--- src/rtl/fused_pkg.sv ---
package fused_pkg;
  localparam int OP_W = 8;
  localparam int MODE_W = 3;
  localparam int FLAG_W = 4;
  localparam int FLG_N = 3;
  localparam int FLG_Z = 2;
  localparam int FLG_C = 1;
  localparam int FLG_V = 0;
  localparam logic [MODE_W-1:0] MODE_IMM = 3'b010;

  typedef enum logic [2:0] {
    ROW_ASL_OR   = 3'd0,
    ROW_ROL_AND  = 3'd1,
    ROW_LSR_XOR  = 3'd2,
    ROW_ROR_ADD  = 3'd3,
    ROW_STORE_AX = 3'd4,
    ROW_LOAD_AX  = 3'd5,
    ROW_DEC_CMP  = 3'd6,
    ROW_INC_SUB  = 3'd7
  } row_e;
endpackage

--- src/rtl/fx_decode.sv ---
module fx_decode
  import fused_pkg::*;
(
  input  logic [OP_W-1:0]   opcode,
  output row_e              row,
  output logic [MODE_W-1:0] mode,
  output logic              imm,
  output logic              ok,
  output logic              writes_mem
);
  logic unstable;

  always_comb begin
    unique case (opcode)
      8'h8B, 8'h93, 8'h9B, 8'h9F, 8'hBB: unstable = 1'b1;
      default:                           unstable = 1'b0;
    endcase
  end

  assign row        = row_e'(opcode[7:5]);
  assign mode       = opcode[4:2];
  assign imm        = (opcode[4:2] == MODE_IMM);
  assign ok         = (opcode[1:0] == 2'b11) && !unstable;
  assign writes_mem = ok && !imm && (row != ROW_LOAD_AX);
endmodule

--- src/rtl/fx_rmw.sv ---
module fx_rmw
  import fused_pkg::*;
#(
  parameter int DW = 8
) (
  input  row_e          row,
  input  logic [DW-1:0] mem_val,
  input  logic [DW-1:0] a,
  input  logic [DW-1:0] x,
  input  logic          cin,
  output logic [DW-1:0] mod_val,
  output logic          cout
);
  localparam logic [DW-1:0] ONE = DW'(1);

  always_comb begin
    mod_val = mem_val;
    cout    = cin;
    unique case (row)
      ROW_ASL_OR:   begin mod_val = {mem_val[DW-2:0], 1'b0}; cout = mem_val[DW-1]; end
      ROW_ROL_AND:  begin mod_val = {mem_val[DW-2:0], cin};  cout = mem_val[DW-1]; end
      ROW_LSR_XOR:  begin mod_val = {1'b0, mem_val[DW-1:1]}; cout = mem_val[0];    end
      ROW_ROR_ADD:  begin mod_val = {cin, mem_val[DW-1:1]};  cout = mem_val[0];    end
      ROW_STORE_AX: mod_val = a & x;
      ROW_LOAD_AX:  mod_val = mem_val;
      ROW_DEC_CMP:  mod_val = mem_val - ONE;
      ROW_INC_SUB:  mod_val = mem_val + ONE;
      default:      mod_val = mem_val;
    endcase
  end
endmodule

--- src/rtl/fx_alu.sv ---
module fx_alu
  import fused_pkg::*;
#(
  parameter int DW = 8
) (
  input  row_e              row,
  input  logic              imm,
  input  logic [DW-1:0]     m,
  input  logic [DW-1:0]     a,
  input  logic [DW-1:0]     x,
  input  logic              cin,
  output logic [DW-1:0]     a_new,
  output logic              a_we,
  output logic [DW-1:0]     x_new,
  output logic              x_we,
  output logic [FLAG_W-1:0] fl,
  output logic [FLAG_W-1:0] fl_we
);
  localparam int MSB = DW - 1;

  logic [DW-1:0] lhs, res, t;
  logic [DW:0]   sum_add, sum_sub;
  logic          sub_cin;

  assign lhs     = (row == ROW_DEC_CMP && imm) ? (a & x) : a;
  assign sub_cin = (row == ROW_DEC_CMP) ? 1'b1 : cin;
  assign sum_add = {1'b0, a} + {1'b0, m} + {{DW{1'b0}}, cin};
  assign sum_sub = {1'b0, lhs} + {1'b0, ~m} + {{DW{1'b0}}, sub_cin};
  assign t       = a & m;

  always_comb begin
    a_new = a;
    x_new = x;
    a_we  = 1'b0;
    x_we  = 1'b0;
    fl    = '0;
    fl_we = '0;
    res   = a;
    unique case (row)
      ROW_ASL_OR, ROW_ROL_AND: begin
        if (imm) begin
          res = t;
          fl[FLG_C] = t[MSB];
        end else begin
          res = (row == ROW_ASL_OR) ? (a | m) : (a & m);
          fl[FLG_C] = cin;
        end
        fl_we = 4'b1110;
      end
      ROW_LSR_XOR: begin
        if (imm) begin
          res = {1'b0, t[MSB:1]};
          fl[FLG_C] = t[0];
        end else begin
          res = a ^ m;
          fl[FLG_C] = cin;
        end
        fl_we = 4'b1110;
      end
      ROW_ROR_ADD: begin
        if (imm) begin
          res = {cin, t[MSB:1]};
          fl[FLG_C] = res[MSB-1];
          fl[FLG_V] = res[MSB-1] ^ res[MSB-2];
        end else begin
          res = sum_add[DW-1:0];
          fl[FLG_C] = sum_add[DW];
          fl[FLG_V] = (a[MSB] == m[MSB]) && (res[MSB] != a[MSB]);
        end
        fl_we = 4'b1111;
      end
      ROW_LOAD_AX: begin
        res   = m;
        x_new = m;
        x_we  = 1'b1;
        fl_we = 4'b1100;
      end
      ROW_DEC_CMP: begin
        res = sum_sub[DW-1:0];
        fl[FLG_C] = sum_sub[DW];
        fl_we = 4'b1110;
        if (imm) begin
          x_new = res;
          x_we  = 1'b1;
        end
      end
      ROW_INC_SUB: begin
        res = sum_sub[DW-1:0];
        fl[FLG_C] = sum_sub[DW];
        fl[FLG_V] = (a[MSB] != m[MSB]) && (res[MSB] != a[MSB]);
        fl_we = 4'b1111;
      end
      default: fl_we = '0;
    endcase
    fl[FLG_N] = res[MSB];
    fl[FLG_Z] = (res == '0);
    if (row != ROW_STORE_AX && row != ROW_DEC_CMP) begin
      a_new = res;
      a_we  = 1'b1;
    end
  end
endmodule

--- src/rtl/fused_rmw_alu_unit.sv ---
module fused_rmw_alu_unit
  import fused_pkg::*;
#(
  parameter int DW = 8
) (
  input  logic              clk,
  input  logic              rst,
  input  logic              op_valid,
  input  logic [OP_W-1:0]   opcode,
  input  logic [DW-1:0]     operand,
  input  logic [DW-1:0]     acc_in,
  input  logic [DW-1:0]     idx_in,
  input  logic              carry_in,
  output logic [DW-1:0]     mem_wdata,
  output logic              mem_we,
  output logic [MODE_W-1:0] mode_code,
  output logic              unsupported,
  output logic              commit,
  output logic [DW-1:0]     acc_out,
  output logic              acc_we,
  output logic [DW-1:0]     idx_out,
  output logic              idx_we,
  output logic [FLAG_W-1:0] flags_out,
  output logic [FLAG_W-1:0] flags_we
);
  row_e              d_row;
  logic [MODE_W-1:0] d_mode;
  logic              d_imm, d_ok, d_wr;
  logic [DW-1:0]     r_mod;
  logic              r_cout;

  row_e              s1_row;
  logic              s1_live, s1_imm, s1_c;
  logic [DW-1:0]     s1_m, s1_a, s1_x;

  logic [DW-1:0]     x_acc, x_idx;
  logic              x_awe, x_xwe;
  logic [FLAG_W-1:0] x_fl, x_flwe;

  fx_decode u_dec (
    .opcode(opcode), .row(d_row), .mode(d_mode),
    .imm(d_imm), .ok(d_ok), .writes_mem(d_wr)
  );

  fx_rmw #(.DW(DW)) u_rmw (
    .row(d_row), .mem_val(operand), .a(acc_in), .x(idx_in),
    .cin(carry_in), .mod_val(r_mod), .cout(r_cout)
  );

  // Slot 1: memory result and captured state for the deferred stage.
  always_ff @(posedge clk) begin
    if (rst) begin
      s1_live     <= 1'b0;
      mem_we      <= 1'b0;
      unsupported <= 1'b0;
      mem_wdata   <= '0;
      mode_code   <= '0;
      s1_row      <= ROW_ASL_OR;
      s1_imm      <= 1'b0;
      s1_m        <= '0;
      s1_a        <= '0;
      s1_x        <= '0;
      s1_c        <= 1'b0;
    end else begin
      s1_live     <= op_valid && d_ok;
      mem_we      <= op_valid && d_wr;
      unsupported <= op_valid && !d_ok;
      if (op_valid) begin
        mem_wdata <= r_mod;
        mode_code <= d_mode;
        s1_row    <= d_row;
        s1_imm    <= d_imm;
        s1_m      <= d_imm ? operand : r_mod;
        s1_c      <= d_imm ? carry_in : r_cout;
        s1_a      <= acc_in;
        s1_x      <= idx_in;
      end
    end
  end

  fx_alu #(.DW(DW)) u_alu (
    .row(s1_row), .imm(s1_imm), .m(s1_m), .a(s1_a), .x(s1_x), .cin(s1_c),
    .a_new(x_acc), .a_we(x_awe), .x_new(x_idx), .x_we(x_xwe),
    .fl(x_fl), .fl_we(x_flwe)
  );

  // Slot 2: accumulator, index and flag commit during the next fetch.
  always_ff @(posedge clk) begin
    if (rst) begin
      commit    <= 1'b0;
      acc_we    <= 1'b0;
      idx_we    <= 1'b0;
      flags_we  <= '0;
      acc_out   <= '0;
      idx_out   <= '0;
      flags_out <= '0;
    end else begin
      commit   <= s1_live;
      acc_we   <= s1_live && x_awe;
      idx_we   <= s1_live && x_xwe;
      flags_we <= s1_live ? x_flwe : '0;
      if (s1_live) begin
        acc_out   <= x_acc;
        idx_out   <= x_idx;
        flags_out <= x_fl & x_flwe;
      end
    end
  end


  write_then_commit_chk: assert property (@(posedge clk) disable iff (rst)
    mem_we |=> (commit && !mem_we));


  imm_no_write_chk: assert property (@(posedge clk) disable iff (rst)
    mem_we |-> (mode_code != MODE_IMM));


  reject_no_commit_chk: assert property (@(posedge clk) disable iff (rst)
    unsupported |=> !commit);


  index_load_no_store_chk: assert property (@(posedge clk) disable iff (rst)
    (commit && idx_we) |-> !$past(mem_we));


  reset_quiet_chk: assert property (@(posedge clk)
    rst |=> (!mem_we && !commit && !unsupported && !acc_we && !idx_we));
endmodule

--- config.mk ---
export PLATFORM = sky130hd
export DESIGN_NAME = fused_rmw_alu_unit
export DESIGN_NICKNAME = d
export VERILOG_FILES = /design/src/rtl/fused_pkg.sv /design/src/rtl/fx_decode.sv /design/src/rtl/fx_rmw.sv /design/src/rtl/fx_alu.sv /design/src/rtl/fused_rmw_alu_unit.sv
export SDC_FILE = /design/constraint.sdc
export NUM_CORES = 1
export LEC_CHECK = 0
export ABC_CLOCK_PERIOD_IN_PS = 7000
export BUFFER_PORTS_ARGS = -buffer_cell sky130_fd_sc_hd__buf_2
export CAP_MARGIN = 25
export CORE_MARGIN = 2
export CORE_UTILIZATION = 41
export DETAILED_ROUTE_END_ITERATION = 16
export GPL_ROUTABILITY_DRIVEN = 0
export SYNTH_ARGS = -nofsm -noshare
export SYNTH_HDL_FRONTEND = slang
export SYNTH_HIERARCHICAL = 1
export SYNTH_SLANG_ARGS = --single-unit
--- constraint.sdc ---
create_clock -name clk -period 7 [get_ports clk]
set_input_delay 0.35 -clock clk [delete_from_list [all_inputs] [get_ports clk]]
set_output_delay 0.35 -clock clk [all_outputs]
set_load 0.03 [all_outputs]
; ---- Word-level counts from Yosys, hierarchy flattened
; Index checks and enable logic that the tools add are counted.
; W data, S select, Z words.
[word_totals]
register_bits = 70
inputBits = 36
out_inout_bits = 40
wordCells = 110
[classes]
add_sub_neg = 6
n_eq_ne = 27
mux = 24
bitwise_logic = 9
n_reduce_logical = 26
[ops]
columns = cell, count
row1 = $mux W8, 8
row2 = $pmux W8 S8, 1
row3 = $eq A8 B8 Y1 const B, 5
row4 = $pmux W8 S5, 1
row5 = $and A8 B8 Y8, 3
row6 = $eq A3 B3 Y1 const B, 7
row7 = $add A8 B8 Y9, 2
row8 = $add A9 B1 Y9, 2
row9 = $pmux W8 S2, 1
row10 = $eq A3 B2 Y1 const B, 5
row11 = $logic_and A1 B1 Y1, 12
row12 = $pmux W4 S3, 1
row13 = $reduce_or A2 Y1, 6
row14 = $ne A3 B3 Y1 const B, 3
row15 = $add A8 B1 Y8 const B, 1
row16 = $logic_not A8 Y1, 1
row17 = $not A8 Y8, 1
row18 = $or A8 B8 Y8, 1
row19 = $sub A8 B1 Y8 const B, 1
row20 = $xor A8 B8 Y8, 1
row21 = $mux W1, 7
row22 = $eq A3 B1 Y1 const B, 2
row23 = $logic_not A3 Y1, 2
row24 = $pmux W1 S2, 3
row25 = 11 further kinds, 15

; ---- Depth between registers and ports, before layout
; Gate-level depths: netlist of run 1.
[logic_depth]
ltp_word = 9
mapped_depth = 18
mapped_depth_nobuf = 16

; ---- By module
; Netlist of run 1, hierarchy kept.
[modules_own_cells]
columns = module, n_inst, cells_per_inst, area_per_inst_um2, seq_area_each_um2
row1 = fused_rmw_alu_unit, 1, 230, 2508.7, 1401.3
row2 = fx_alu, 1, 284, 1839.3, 0.0
row3 = fx_rmw, 1, 90, 621.8, 0.0
row4 = fx_decode, 1, 17, 126.4, 0.0

; ---- Worst setup path before layout of run 1
; No wires, ideal clock.
[synth_path]
kind = reg-to-reg
from = reg s1_row[0]
to = reg acc_out[6]
setup_time_ns = 0.128
t_arrival_ns = 3.561
required_ns = 6.872
setup_slack_ns = 3.312
stages_incl_launch_ff = 18
path_buffers = 3
synth_period_minus_slack_ns = 3.688
cell_sequence = dfxtp_1 buf_4 buf_2 nor2_1 nand2_1 clkbuf_1 o21ai_0 fa_1 fa_1 nand2b_1 a21oi_1 a21o_1 a21o_1 xnor2_1 a221o_1 mux2_2 mux2i_1 nor2_1
[synth_between]
elab_chain_len = 7
elab_cells_between_ends = 21
cone_classes = add/sub: 2 / eq/ne: 8 / mux: 6 / reduce/logical: 5
[synth_lines]
columns = element, line_no
row1 = start: declaration, fused_rmw_alu_unit.sv:32  ; row_e s1_row;
row2 = start signal: assignment, fused_rmw_alu_unit.sv:71  ; s1_row <= d_row;
row3 = $eq A3 B3 Y1, "fx_alu.sv:25, fx_alu.sv:26, fx_alu.sv:39"
row4 = $logic_and A1 B1 Y1, fx_alu.sv:25  ; assign lhs = (row == ROW_DEC_CMP && imm) ? (a & x) : a;
row5 = $mux W8, fx_alu.sv:25
row6 = $add A8 B8 Y9, fx_alu.sv:28  ; assign sum_sub = {1'b0, lhs} + {1'b0, ~m} + {{DW{1'b0}}, sub_cin};
row7 = $add A9 B1 Y9, fx_alu.sv:28
row8 = $pmux W8 S5, fx_alu.sv:39  ; unique case (row)
row9 = $mux W8 *, fx_alu.sv:97  ; if (row != ROW_STORE_AX && row != ROW_DEC_CMP) begin
row10 = via x_acc[6], fused_rmw_alu_unit.sv:36  ; logic [DW-1:0] x_acc, x_idx;
row11 = end signal: assignment, fused_rmw_alu_unit.sv:94  ; acc_out <= '0;
row12 = end signal: assignment, fused_rmw_alu_unit.sv:103  ; acc_out <= x_acc;
row13 = end: declaration, fused_rmw_alu_unit.sv:19  ; output logic [DW-1:0] acc_out,
; The timed path passes the listed nets; every way through them passes the cells marked *.
; A chain may end at the register's enable or synchronous reset.

; ---- Worst setup path after layout of run 1
[layout_path]
from = reg s1_row[1]
to = reg acc_out[6]
; The elaborated chain is that of the path after synthesis.

==> metrics.cfg, run 1 <==
[status]
status = completed

[detailed_routing]
drc = 0
firstDrtPassIters = 6
vias = 4663
wirelength_mm = 14.54
wl_per_cell_um = 17.23
drtAntennaViolNets = 0
dr.first_iter.drc_count = 308
viasPerCell = 5.525

[worst_setup_path]
cp_slowest_cell = fa_1
required_ps = 7200
worstPathBufferInverterCount = 0
crit_family = compound AO/OA/AOI/OAI gates
path_cells = nand2_1, nor2_1, nand2_1, o21ai_0, fa_1, fa_1, nand2b_1, a21oi_1, a21o_1, a21o_1, xnor2_1, a221o_1, mux2_2, mux2i_1, nor2_1
endpoint_kind = flip-flop
crit_path_max_incr_delay_ps = 470
r2r_slack_ps = 3080
crit_type = flip-flop to flip-flop
cp.arrival_ps = 4120
start_kind = flip-flop
critPathMaxFanout = 15

[logic_synthesis]
ys_types = 65
synthArstFlopShare_pct = 0
ys_seq_area_share_pct = 27.50
synth_area_leaders = dfxtp_1, mux2i_1, nor2_1, ha_1, nand2_1
synth-warning-count = 6
post-synth-top-count-cell = nor2_1
synth_common_cells = nor2_1, dfxtp_1, mux2i_1, nand2_1, a21oi_1
syn-instance-count = 621
syn_avg_cell_area_um2 = 8.206
synth_seq_cells = 70
synth.largest_area_cell = dfxtp_1
synth_ff_type = dfxtp_1
synthDominantCellAreaShare_pct = 27.50
synthesis.nets = 691
synth_edf_count = 0
syn_area_um2 = 5096

[timing]
setup_viol = 0
period_needed_ps = 3924
fmax_mhz = 254.8
tns_ps = 0
hold_violations = 0
slew-limit-headroom_pct = 35.33
fin_ws_ps = 3076
drv_slew = 0
period_share_pct = 56.06
fin_worst_skew_ps = 6.399
worst_pin_slew_ps = 966.5
hold_ws_ps = 274.7
rsz0062_at_grt = no

[placed_design]
place_hpwl_mm = 11.01
dpl_worst_slack_ps = 3120
io_buffers = 75

[floorplanning]
dieArea_um2 = 13340
row_count = 40
die_w_um = 115.5
ioPinCount = 76
start_util_pct = 42.25
fp.coreArea_um2 = 12060
fp.dieH_um = 115.5

[final_layout]
antenna_cells = 0
nets = 741
drive_gt1_share_pct = 16.86
post-route-util_pct = 47.31
syn_to_final_growth_pct = 11.98

[grt]
grt_usage_pct = 22.57
grt_pass1_wl_mm = 23.46
antenna_found_initial = 0
overflow = 0
grt_max_degree = 65
grt_pass1_vias = 4538

[clock_network]
clk_pin_slew_ps = 60
cts_root_buf = clkbuf_16
cts_sinks = 70
post_cts_resized = 0
cts_buffer_depth = 2
cts_tree = done
clk_latency_ps = 330
cts_hold_buf = 0
cts_buffers = 9
post_cts_buffers = 0
htree_num_levels = 3

[power_and_ir_drop]
power_density_nw_per_um2 = 203.1
peakVddDrop_v = 0.0001028
p_leak_nw = 2.544

[flow_run]
drv_cap = 0

[min_path]
hp-class = input pin to flip-flop

power breakdown:
group          total (mW)  switching [mW]  internal [mW]
logic               0.300           0.178          0.122
registers           0.442          0.0242          0.418
clock network       0.418           0.170          0.248
worst min-delay path, delay by kind of cell:
family / cells / cell delay [ps]
buffers and inverters: 1 / 90
AND/OR/NAND/NOR: 1 / 70
multiplexers: 1 / 60
cell type report:
| class | count | area [um^2] |
|---|---|---|
| Clock buffer | 12 | 246.5 |
| Clock inverter | 4 | 22.52 |
| Fill cell | 1218 | 6355 |
| Inverter | 31 | 116.4 |
| Multi-Input combinational cell | 479 | 3293 |
| Sequential cell | 70 | 1401 |
| Tap cell | 168 | 210.2 |
| Timing Repair Buffer | 80 | 416.7 |
logic make-up after synthesis:
family	synth area share (%)
xor+xnor	3.265
mux	14.46
fa+ha+maj	9.305
buf+inv	7.979
flops	27.50
simple gates	20.65
compound gates	16.84
placed cells by master (no fill, tap or decap), drive strengths merged, types with 4 or more instances in the layout:
master,count
nor3,7
xnor2,13
fa,5
mux2i,59
buf,80
xor2,6
clkbuf,12
mux4,5
ha,29
and2,6
nor3b,5
nor2,109
nand2,51
a21oi,33
o21ai,25
a21o,9
nor2b,6
and3b,4
dfxtp,70
a211oi,21
or3,4
a31oi,6
nand3,14
inv,31
o211ai,7
a221o,5
nand2b,12
flip-flops by register name (all words and copies together) (netlist names):
signal and count:
acc_out 8, s1_a 8, flags_out 4, mem_we 1, idx_we 1, idx_out 8, acc_we 1, s1_m 8
flags_we 4, s1_c 1, s1_x 8, mem_wdata 8, s1_imm 1, mode_code 3, commit 1, s1_row 3
s1_live 1, unsupported 1
metrics by stage:
step           instances  instance area (um^2)  power, mW
6_report             844                  5707      1.159
5_1_grt              844                  5707      1.222
4_1_cts              843                  5695      1.163
3_5_place_dp         827                  5426     0.7429
3_3_place_gp         827                  5426     0.7375
2_1_floorplan        621                  5096     0.6673
final timing paths:
| path | depth (start not counted) | end | startpoint |
|---|---|---|---|
| min | 3 | s1_a[7] | acc_in[7] |
| max | 15 | acc_out[6] | s1_row[1] |
| min reg2reg | 2 | flags_out[1] | flags_out[1] |
| max reg2reg | 15 | acc_out[6] | s1_row[1] |
metal layers:
metal	routed length, um	part of all wire [%]	up-vias	GRT usage [%]
met5	0	0	-	0
met3	861	5.9	35	4.393
met4	397	2.7	0	8.514
li1	-	-	2264	-
met1	6407	44	2181	29.08
met2	6872	47	183	37.50
Power figures use the tool's default switching activity.
==> run 2, diff against run 1 <==
ABC_AREA = 1   (was unset)
ABC_CLOCK_PERIOD_IN_PS = 4000   (was 7000)
clock period = 4 ns   (was 7 ns; I/O delays follow)
==> metrics.cfg, run 2 <==
[status]
status = completed

[placed_design]
io_buffers = 75
dp_cells = 1084
place_hpwl_mm = 12.79
placed_area_um2 = 5758

[timing]
fin_worst_skew_ps = 6.424
worst_pin_slew_ps = 798.4
period_share_pct = 82.71
drv_slew = 0
period_needed_ps = 3308
rsz0062_at_grt = no
fmax_mhz = 302.3
tns_ps = 0
hold_violations = 0
slew-limit-headroom_pct = 46.58
setup_viol = 0

[detailed_routing]
drc = 0
viasPerCell = 5.162
wl_per_cell_um = 15.08
firstDrtPassIters = 5
drtAntennaViolNets = 0
dr.first_iter.drc_count = 399
wirelength_mm = 16.59
vias = 5678

[floorplanning]
dieArea_um2 = 13980
fp.dieH_um = 118.2
die_w_um = 118.2
start_util_pct = 42.23
fp.coreArea_um2 = 12670
row_count = 41
ioPinCount = 76

[clock_network]
post_cts_resized = 0
htree_num_levels = 3
cts_sinks = 70
cts_buffer_depth = 2
cts_hold_buf = 0
clk_latency_ps = 350
cts_tree = done
cts_root_buf = clkbuf_16
cts_buffers = 9
post_cts_buffers = 0
clk_pin_slew_ps = 60

[final_layout]
syn_to_final_growth_pct = 13.00
antenna_cells = 0
fin_cells = 1100
design_area_um2 = 6047
nets = 993
drive_gt1_share_pct = 15.52
layout_commonest_cell = nand2_1
nFillCells = 1416
final_cell_mix = nand2_1, nor2_1, inv_1
ff_latch_area_um2 = 1401
multiInputGateArea_um2 = 3266

[logic_synthesis]
ys_seq_area_share_pct = 26.19
syn-instance-count = 865
synth_ff_type = dfxtp_1
synthesis.nets = 935
synth.largest_area_cell = dfxtp_1
synthArstFlopShare_pct = 0
synth_area_leaders = dfxtp_1, nand2_1, nor2_1, inv_1, ha_1
syn_avg_cell_area_um2 = 6.187
post-synth-top-count-cell = nand2_1
ys_types = 42
synthDominantCellAreaShare_pct = 26.19
synth_common_cells = nand2_1, nor2_1, inv_1, dfxtp_1, nand3_1
synth_edf_count = 0
synth-warning-count = 6
syn_area_um2 = 5351
synth_seq_cells = 70

[min_path]
hp-class = input pin to flip-flop

[worst_setup_path]
start_kind = flip-flop
cp.arrival_ps = 3600
required_ps = 4290
critPathMaxFanout = 8
crit_type = flip-flop to flip-flop
endpoint_kind = flip-flop

[grt]
antenna_found_initial = 0
grt_pass1_vias = 5276
grt_max_degree = 45
overflow = 0
grt_usage_pct = 24.08
grt_pass1_wl_mm = 26.92

[flow_run]
drv_cap = 0

[power_and_ir_drop]
peakVddDrop_v = 0.0001702
power_density_nw_per_um2 = 352.4
p_leak_nw = 3.165

==> run 2: cells by family after synthesis <==
family / share of synthesized area, %
xor gates and xnor gates: 0.3274
buffers and inverters: 12.79
and+or+nand+nor: 36.82
AOI/OAI and AO/OA: 15.22
adders and majority gates: 8.651
DFF: 26.19
==> run 2: metal layers <==
| layer | share of wire [%] | up-vias | global-route usage [%] |
|---|---|---|---|
| li1 | - | 2888 | - |
| met1 | 46 | 2572 | 32.51 |
| met2 | 45 | 193 | 37.79 |
| met3 | 6.8 | 25 | 4.875 |
| met4 | 2.2 | 0 | 8.961 |
| met5 | 0 | - | 0 |
==> run 2: path summary, 6_finish.rpt <==
| path | depth (start not counted) | startpoint | slack [ps] | end |
|---|---|---|---|---|
| hold reg to reg | 2 | mem_wdata[2] | 460 | mem_wdata[2] |
| setup / recovery | 20 | s1_row[0] | 690 | flags_out[2] |
| hold / removal | 3 | acc_in[4] | 90 | s1_a[4] |
| setup reg to reg | 20 | s1_row[0] | 690 | flags_out[2] |
==> run 2: cell type report <==
class,instances,area share (%)
Tap cell,172,3.559
Sequential cell,70,23.17
Inverter,123,7.780
Timing Repair Buffer,79,6.704
Multi-Input combinational cell,640,54.00
Clock inverter,7,1.055
Clock buffer,9,3.724
==> run 2: report_power, final <==
part | switching [mW] | leakage [nW] | total (mW) | internal (mW)
Sequential | 0.0401 | 0.574 | 0.774 | 0.734
Clock | 0.347 | 0.136 | 0.781 | 0.433
Combinational | 0.385 | 2.45 | 0.576 | 0.191
==> run 2: through the flow <==
step | power [mW] | setup slack, ps | hold slack (ps) | util [%]
floorplan | 1.204 | 1273 | 269.1 | -
global placement | 1.354 | 805.8 | 438.9 | 45.44
detailed placement | 1.354 | 778.6 | 445.9 | 45.44
CTS | 2.138 | 750.1 | 86.27 | 47.72
global route | 2.255 | 384.7 | 98.72 | 47.72
finish | 2.131 | 691.6 | 94.53 | 47.72
==> run 2: worst max-delay path, stage by stage (launching register included) <==
cell and delay (ps):
dfxtp_1 670, inv_2 160, nand3_2 140, nor2_1 70
inv_1 170, o21ai_0 140, fa_1 460, fa_1 420
inv_1 90, nand3_1 80, nand2_1 90, nand2_1 70
nand3_1 100, nand3_1 110, nand2_1 70, nand2_1 50
nor2_1 90, nand3_1 70, nor2_1 100, nand2_1 60
nand2_1 50
